$ cat src/rtl/flash_stat_pkg.sv
package flash_stat_pkg;
   typedef enum logic {
      OP_PROG  = 1'b0,
      OP_ERASE = 1'b1
   } op_kind_e;
endpackage

$ cat src/rtl/fsr_read_detect.sv
module fsr_read_detect (
   input  logic clk,
   input  logic rst_n,
   input  logic ce_n_i,
   input  logic oe_n_i,
   output logic rd_act_o,
   output logic rd_end_o
);
   logic rd_q;

   assign rd_act_o = ~ce_n_i & ~oe_n_i;

   always_ff @(posedge clk) begin
      if (!rst_n) rd_q <= 1'b0;
      else        rd_q <= rd_act_o;
   end

   // an access closes when either strobe is released
   assign rd_end_o = rd_q & ~rd_act_o;
endmodule

$ cat src/rtl/fsr_status_gen.sv
module fsr_status_gen
   import flash_stat_pkg::*;
#(
   parameter int DATA_W = 8
) (
   input  logic              clk,
   input  logic              rst_n,
   input  logic              busy_i,
   input  logic              op_erase_i,
   input  logic [DATA_W-1:0] load_byte_i,
   input  logic              rd_end_i,
   output logic [DATA_W-1:0] stat_o
);
   localparam int POLL_B = DATA_W - 1;
   localparam int TGL_B  = DATA_W - 2;

   logic              busy_q;
   logic              tgl_q;
   op_kind_e          kind_q;
   logic [DATA_W-1:0] byte_q;
   logic              start;
   op_kind_e          kind_c;
   logic [DATA_W-1:0] byte_c;
   logic              tgl_c;

   assign start = busy_i & ~busy_q;

   always_ff @(posedge clk) begin
      if (!rst_n) begin
         busy_q <= 1'b0;
         tgl_q  <= 1'b0;
         kind_q <= OP_PROG;
         byte_q <= '0;
      end else begin
         busy_q <= busy_i;
         if (start) begin
            tgl_q  <= 1'b0;
            kind_q <= op_kind_e'(op_erase_i);
            byte_q <= load_byte_i;
         end else if (busy_i && rd_end_i) begin
            tgl_q <= ~tgl_q;
         end
      end
   end

   always_comb begin
      kind_c = start ? op_kind_e'(op_erase_i) : kind_q;
      byte_c = start ? load_byte_i : byte_q;
      tgl_c  = start ? 1'b0 : tgl_q;
      stat_o = '0;
      stat_o[POLL_B] = (kind_c == OP_ERASE) ? 1'b0 : ~byte_c[POLL_B];
      stat_o[TGL_B]  = tgl_c;
   end
endmodule

$ cat src/rtl/flash_busy_status.sv
module flash_busy_status #(
   parameter int DATA_W  = 8,
   parameter int REG_OUT = 0
) (
   input  logic              clk,
   input  logic              rst_n,
   input  logic              busy_i,
   input  logic              op_erase_i,
   input  logic [DATA_W-1:0] load_byte_i,
   input  logic [DATA_W-1:0] arr_data_i,
   input  logic              ce_n_i,
   input  logic              oe_n_i,
   output logic [DATA_W-1:0] rd_data_o
);
   generate
      if (DATA_W < 3) begin : g_bad_width
         $error("flash_busy_status: DATA_W must be at least 3");
      end
      if (REG_OUT != 0 && REG_OUT != 1) begin : g_bad_reg
         $error("flash_busy_status: REG_OUT must be 0 or 1");
      end
   endgenerate

   logic              rd_act;
   logic              rd_end;
   logic [DATA_W-1:0] stat_word;
   logic [DATA_W-1:0] sel_word;

   fsr_read_detect u_rd (
      .clk      (clk),
      .rst_n    (rst_n),
      .ce_n_i   (ce_n_i),
      .oe_n_i   (oe_n_i),
      .rd_act_o (rd_act),
      .rd_end_o (rd_end)
   );

   fsr_status_gen #(.DATA_W(DATA_W)) u_stat (
      .clk         (clk),
      .rst_n       (rst_n),
      .busy_i      (busy_i),
      .op_erase_i  (op_erase_i),
      .load_byte_i (load_byte_i),
      .rd_end_i    (rd_end),
      .stat_o      (stat_word)
   );

   assign sel_word = busy_i ? stat_word : arr_data_i;

   generate
      if (REG_OUT == 1) begin : g_reg
         logic [DATA_W-1:0] out_q;
         always_ff @(posedge clk) begin
            if (!rst_n) out_q <= '0;
            else        out_q <= sel_word;
         end
         assign rd_data_o = out_q;
      end else begin : g_comb
         assign rd_data_o = sel_word;
      end
   endgenerate
endmodule

$ cat config.mk
export PLATFORM = sky130hd
export DESIGN_NAME = flash_busy_status
export DESIGN_NICKNAME = d
export VERILOG_FILES = /design/src/rtl/flash_stat_pkg.sv /design/src/rtl/fsr_read_detect.sv /design/src/rtl/fsr_status_gen.sv /design/src/rtl/flash_busy_status.sv
export SDC_FILE = /design/constraint.sdc
export NUM_CORES = 1
export LEC_CHECK = 0
export BUFFER_PORTS_ARGS = -buffer_cell sky130_fd_sc_hd__buf_2
export CAP_MARGIN = 25
export CORE_AREA = 2 2 39 41
export CTS_CLUSTER_DIAMETER = 150
export CTS_CLUSTER_SIZE = 24
export DETAILED_ROUTE_END_ITERATION = 16
export DIE_AREA = 0 0 41 43
export GPL_TIMING_DRIVEN = 0
export SLEW_MARGIN = 30
export SYNTH_ARGS = -nofsm -noshare
export SYNTH_HDL_FRONTEND = slang
export SYNTH_SLANG_ARGS = --single-unit
$ cat constraint.sdc
create_clock -name clk -period 2.7 [get_ports clk]
set_clock_uncertainty 0.2 [all_clocks]
set_input_delay 0 -clock clk [delete_from_list [all_inputs] [get_ports clk]]
set_output_delay 0 -clock clk [all_outputs]
set_load 0.02 [all_outputs]
==> results.py, run 1 <==
metrics = {
    "routing": {
        "route.detailed.drc": 0,
        "drt-pass1-iter-count": 4,
        "avgViaCountPerCell": 4.01,
        "routed_wl_um": 696,
        "routedWlPerCell_um": 8.49,
        "drt_iter0_drc": 5,
        "ant_nets": 0,
        "routed-via-count": 329,
    },
    "cts": {
        "cts_resized": 0,
        "clk_path_buf_depth": 2,
        "postCtsHoldBufs": 7,
        "clk_pin_slew_ns": 0.04,
        "ctsHtreeMaxLevel": 1,
        "cts_setup_buffers": 0,
        "cts_tree": "yes",
        "cts.sinks": 5,
        "numCtsBuffers": 3,
        "cts_root_buf": "clkbuf_4",
        "worst_skew_pair.late_latency_ns": 0.24,
    },
    "sta": {
        "period_share_pct": 64.3,
        "holdWs_ns": 0.130,
        "worstMarginPinSlew_ns": 0.141,
        "grt_setup_unrepaired": "false",
        "relSlewSlack_pct": 90.4,
        "setup_tns_ns": 0,
        "min_period_ns": 1.74,
        "max_freq_ghz": 0.576,
        "setup_violations": 0,
        "maxSlewViolCount": 0,
        "hold_viol_final": 0,
    },
    "grt": {
        "grt_pass1_vias": 280,
        "overflow": 0,
        "antenna_found_initial": 0,
        "grt_max_degree": 11,
        "grt_first_pass_wirelength_um": 1010,
        "grt_use_total_pct": 8.64,
    },
    "worst_setup_path": {
        "crit_type": "in -> reg",
        "arrival_ns": 1.72,
        "worst-r2r-cell-count": 4,
        "rrSetupSlack_ns": 1.03,
        "reg2reg_to": "u_stat.tgl_q$_SDFFE_PP0P_",
        "r2r_start": "u_stat.busy_q$_SDFF_PN0_",
        "cp_max_fo": 3,
        "critPathLaunchType": "input pin",
        "worst_setup_path_end_kind": "flop",
        "worst-endpoint-required_ns": 2.68,
    },
    "logic_synthesis": {
        "syn_area_sq_um": 267,
        "synth-main-ff-cell": "dfxtp_1",
        "syn_avg_cell_area_sq_um": 8.08,
        "synth_nets": 55,
        "syn_inst": 33,
        "synth_edf_count": 0,
        "ys_types": 18,
        "ys_ff_latch": 5,
        "synthArstFlopShare_pct": 0,
        "yosysWarnings": 0,
        "ys_seq_area_share_pct": 37.6,
    },
    "finish": {
        "final_common_cell": "buf_2",
        "synthToLayoutAreaGrowth_pct": 85.0,
        "most-common-layout-cells": "buf_2 (23), nor2b_1 (8), dlygate4sd3_1 (7)",
        "insertedDiodeCount": 0,
        "fin_nets": 89,
        "drive_gt1_share_pct": 39.4,
    },
    "power": {
        "peakVddDrop_mv": 0.178,
        "power_per_cell_area_mw_per_mm2": 435,
        "p_leak_nw": 0.243,
        "power_mw": 0.214,
        "pwr-share-seq_pct": 37.0,
        "clock_power_share_pct": 39.6,
        "p_int_mw": 0.159,
        "sw_frac_of_total_pct": 25.7,
        "p_comb_share_pct": 23.4,
        "power_switching_mw": 0.0552,
    },
    "floorplanning": {
        "pin_count": 30,
        "start_util_pct": 19.3,
        "fp.dieH_um": 43,
        "fp.dieArea_sq_mm": 0.00176,
        "coreArea_sq_mm": 0.00138,
        "die_w_um": 41,
        "std_cell_rows": 14,
    },
    "place": {
        "place_congestion": 0.642,
        "numPortBuffers": 22,
        "dp_hpwl_um": 512,
    },
    "min_path": {
        "hold_class": "in -> out",
        "worstHoldEndpoint": "rd_data_o[2]",
        "hold_path_depth": 3,
        "worstHoldStart": "arr_data_i[2]",
    },
    "run_status": {
        "outcome": "completed",
    },
    "flow_run": {
        "max-cap-violations": 0,
    },
}
## critical path, cell delays in order
cell           delay, ns
dlygate4sd3_1       0.52
buf_2               0.11
o21ai_0             0.08
or3_1               0.34
a21boi_1            0.12
dlygate4sd3_1       0.55
## per-layer routing
layer | wire [um] | share of wire (%) | up-vias | track usage (%)
met4 | 0 | 0 | 0 | 6.00
met5 | 0 | 0 | - | 0
met2 | 286 | 41 | 24 | 12.2
li1 | - | - | 179 | -
met3 | 106 | 15 | 0 | 3.14
met1 | 302 | 43 | 126 | 10.3
## power groups by stage
stage	sequential, mW	combinational (mW)	clock, mW
after floorplan	0.0803	0.0243	0
after global placement	0.0808	0.0436	0
after detailed placement	0.0808	0.0440	0
after CTS	0.0794	0.0506	0.0879
after global routing	0.0798	0.0555	0.0928
final	0.0794	0.0501	0.0849
## synthesized netlist by cell type (all sizes together) (2+ instances only)
cell,number,share of area (%)
nor2b,8,19
dfxtp,5,38
mux2i,2,7.5
nand3,2,3.8
a21oi,2,3.8
o21ai,2,3.8
nor2,2,2.8
## flip-flops by register name (all words and copies together) (netlist names)
register	flops
u_stat.tgl_q	1
u_rd.rd_q	1
u_stat.busy_q	1
u_stat.kind_q	1
u_stat.byte_q	1
## worst max path at each step
stage	from	to	slack, ns	cells past startpoint
5_1_grt	oe_n_i	u_stat.tgl_q$_SDFFE_PP0P_	0.87	6
2_1_floorplan	u_stat.busy_q$_SDFF_PN0_	rd_data_o[7]	1.59	3
3_3_place_gp	u_stat.busy_q$_SDFF_PN0_	u_stat.kind_q$_SDFF_PN0_	1.53	3
6_report	oe_n_i	u_stat.tgl_q$_SDFFE_PP0P_	0.96	6
4_1_cts	oe_n_i	u_stat.tgl_q$_SDFFE_PP0P_	0.95	6
3_5_place_dp	u_stat.busy_q$_SDFF_PN0_	u_stat.byte_q[7]$_SDFF_PN0_	1.50	3
## metrics by stage
stage	worst slack (ns)	std cells	util, %	instance area (sq um)
detailed placement	1.50	71	28.7	397
CTS	0.954	82	35.6	493
floorplan	1.59	33	-	267
finish	0.964	82	35.6	493
global route	0.873	82	35.6	493
global placement	1.53	71	28.7	397
## area by class of cell
cell class / count / area, sq um
Multi-Input combinational cell: 26 / 158
Fill cell: 142 / 891
Inverter: 1 / 3.75
Timing Repair Buffer: 29 / 180
Clock buffer: 4 / 26.3
Tap cell: 16 / 20.0
Sequential cell: 5 / 100
Buffer: 1 / 5.00
## cells by family after synthesis
family	count (synthesis)	synth area share, %
buf+inv	2	3.28
flops	5	37.6
mux	2	7.51
compound gates	6	13.1
simple gates	18	38.5
Power figures use the tool's default switching activity.
==> run 2, diff against run 1 <==
--- a/config.mk
+++ b/config.mk
@@ -5,6 +5,7 @@
 export SDC_FILE = /design/constraint.sdc
 export NUM_CORES = 1
 export LEC_CHECK = 0
+export ABC_AREA = 1
 export BUFFER_PORTS_ARGS = -buffer_cell sky130_fd_sc_hd__buf_2
 export CAP_MARGIN = 25
 export CORE_AREA = 2 2 39 41
==> constraint.sdc (replaced) <==
create_clock -name clk -period 1.8 [get_ports clk]
set_clock_uncertainty 0.2 [all_clocks]
set_input_delay 0 -clock clk [delete_from_list [all_inputs] [get_ports clk]]
set_output_delay 0 -clock clk [all_outputs]
set_load 0.02 [all_outputs]
==> results.py, run 2 <==
metrics = {
    "run_status": {
        "outcome": "completed",
    },
    "floorplanning": {
        "pin_count": 30,
        "fp.dieH_um": 43,
        "start_util_pct": 21.2,
        "fp.dieArea_sq_mm": 0.00176,
        "die_w_um": 41,
        "coreArea_sq_mm": 0.00138,
        "std_cell_rows": 14,
    },
    "logic_synthesis": {
        "synth_area_leader_cell": "dfxtp_1",
        "yosysWarnings": 0,
        "synth_area_leaders": "dfxtp_1 (34%), inv_1 (19%), nand2_1 (19%)",
        "synthArstFlopShare_pct": 0,
        "synth_fa_ha_area_share_pct": 0,
        "synthTopCellsByCount": "inv_1 (15), nand2_1 (15), nor2_1 (9), dfxtp_1 (5), nand3_1 (3)",
        "synth_edf_count": 0,
        "yosysTopAreaCellShare_pct": 34.2,
        "synth_xor_area_share_pct": 0,
        "ys_types": 9,
        "synthMuxAreaShare_pct": 0,
        "synth_nets": 74,
        "syn_area_sq_um": 293,
        "synth_top_family_by_area": "simple AND/OR/NAND/NOR gates",
        "ys_seq_area_share_pct": 34.2,
        "syn_avg_cell_area_sq_um": 5.63,
        "ys_ff_latch": 5,
        "yosys.area_share.simple_pct": 41.0,
        "syn_inst": 52,
        "synth-main-ff-cell": "dfxtp_1",
        "synth_compound_area_share_pct": 1.71,
    },
    "sta": {
        "hold_viol_final": 0,
        "maxSlewViolCount": 0,
        "worstMarginPinSlew_ns": 0.111,
        "holdWs_ns": 0.107,
        "finalWorstSetupSlack_ns": 0.179,
        "grt_setup_unrepaired": "false",
        "setup_tns_ns": 0,
        "period_share_pct": 90.1,
        "max_freq_ghz": 0.617,
        "relSlewSlack_pct": 92.6,
        "setup_violations": 0,
        "min_period_ns": 1.62,
    },
    "routing": {
        "drt-pass1-iter-count": 2,
        "drt_iter0_drc": 6,
        "avgViaCountPerCell": 3.92,
        "routedWlPerCell_um": 7.69,
        "ant_nets": 0,
        "routed-via-count": 400,
        "routed_wl_um": 784,
        "route.detailed.drc": 0,
    },
    "grt": {
        "grt_pass1_vias": 350,
        "grt_max_degree": 11,
        "antenna_found_initial": 0,
        "grt_use_total_pct": 11.0,
        "use_met3_pct": 9.95,
        "grt_use_met1_pct": 11.3,
        "overflow": 0,
        "top_usage_layer": "met2",
        "grt_first_pass_wirelength_um": 1260,
        "grt_use_met2_pct": 16.3,
    },
    "worst_setup_path": {
        "critPathLaunchType": "input pin",
        "worst-r2r-cell-count": 5,
        "rrSetupSlack_ns": 0.33,
        "reg2reg_to": "u_stat.tgl_q$_SDFFE_PP0P_",
        "crit_type": "in -> reg",
        "worst-endpoint-required_ns": 1.73,
        "r2r_start": "u_stat.busy_q$_SDFF_PN0_",
        "cp_common_cell": "dlygate4sd3_1",
        "cp_max_fo": 5,
        "slowest_delay_ns": 0.55,
        "worst_setup_path_end_kind": "flop",
        "arrival_ns": 1.55,
        "cp_cell_sequence": "dlygate4sd3_1 -> buf_2 -> nand2_1 -> clkinv_1 -> nand3b_1 -> a21oi_1 -> dlygate4sd3_1",
        "slowest_stage": "dlygate4sd3_1",
    },
    "finish": {
        "fin_nets": 109,
        "fillers": 155,
        "final_common_cell": "buf_2",
        "stdcell_count": 102,
        "synthToLayoutAreaGrowth_pct": 80.8,
        "seqCellArea_sq_um": 100,
        "most-common-layout-cells": "buf_2 (22), inv_1 (15), nand2_1 (15)",
        "drive_gt1_share_pct": 30.2,
        "multi_input_area_sq_um": 125,
        "insertedDiodeCount": 0,
    },
    "cts": {
        "worst_skew_pair.late_latency_ns": 0.24,
        "clk_pin_slew_ns": 0.05,
        "clk_path_buf_depth": 2,
        "numCtsBuffers": 3,
        "cts_root_buf": "clkbuf_4",
        "cts_setup_buffers": 0,
        "cts.sinks": 5,
        "cts_tree": "yes",
        "ctsHtreeMaxLevel": 1,
    },
    "power": {
        "power_mw": 0.335,
        "peakVddDrop_mv": 0.301,
        "p_leak_nw": 0.330,
        "power_per_cell_area_mw_per_mm2": 633,
    },
    "place": {
        "dp_cells": 90,
        "place_congestion": 0.690,
        "dp_hpwl_um": 525,
        "numPortBuffers": 22,
        "place_ws_ns": 0.705,
    },
    "min_path": {
        "worstHoldEndpoint": "rd_data_o[2]",
        "worstHoldStart": "arr_data_i[2]",
        "hold_class": "in -> out",
        "hold_path_depth": 4,
    },
    "flow_run": {
        "max-cap-violations": 0,
    },
}
run 2: cell count changes in the layout (fill, tap and decap cells not counted), moves of 2 or more:
cell      delta
inv_1       +14
nand2_1     +14
nor2b_1      -8
nor2_1       +7
mux2i_1      -2
nand3b_1     +2
run 2: worst max-delay path, delay by kind of cell:
family	cells	cell delay [ns]
buffers and inverters	4	1.31
AND/OR/NAND/NOR	2	0.16
AO/OA/AOI/OAI	1	0.07
run 2: cell type report:
cell class / count / share of cell area (%)
plain buffers: 1 / 1.42
flip-flops and latches: 5 / 18.9
inverters: 16 / 11.3
multi-input cells: 30 / 23.6
repair buffers: 30 / 35.9
clock buffers: 4 / 4.96
well taps: 16 / 3.78
run 2: routing by layer:
metal  vias up  wire, um
met4         0         0
met3         0       114
li1        215         -
met2        25       331
met1       160       338
met5         -         0
run 2: timing repair:
item	4_1_cts	5_1_grt
hold buffers	8	0
gates resized for setup	0	0
hold endpoints to repair	5	0
run 2: cells by family after synthesis:
family,count (synthesis)
AO/OA/AOI/OAI,1
AND/OR/NAND/NOR,29
flip-flops,5
buffers and inverters,17
run 2: worst max path at each step:
stage / end / from / slack, ns
floorplan: rd_data_o[7] / u_stat.busy_q$_SDFF_PN0_ / 0.83
global placement: rd_data_o[7] / u_stat.busy_q$_SDFF_PN0_ / 0.71
detailed placement: rd_data_o[7] / u_stat.busy_q$_SDFF_PN0_ / 0.70
CTS: u_stat.tgl_q$_SDFFE_PP0P_ / busy_i / 0.21
global route: u_stat.tgl_q$_SDFFE_PP0P_ / busy_i / 0.08
finish: u_stat.tgl_q$_SDFFE_PP0P_ / busy_i / 0.18
run 2: where the power goes:
| group | switching, mW | internal (mW) |
|---|---|---|
| Sequential | 0.00192 | 0.117 |
| Combinational | 0.0441 | 0.0405 |
| Clock | 0.0475 | 0.0839 |
| Total | 0.0935 | 0.241 |
run 2: per-stage QoR:
step | utilization (%) | cell area [sq um]
2_1_floorplan | - | 293
3_3_place_gp | 30.6 | 423
3_5_place_dp | 30.6 | 423
4_1_cts | 38.2 | 529
5_1_grt | 38.2 | 529
6_report | 38.2 | 529
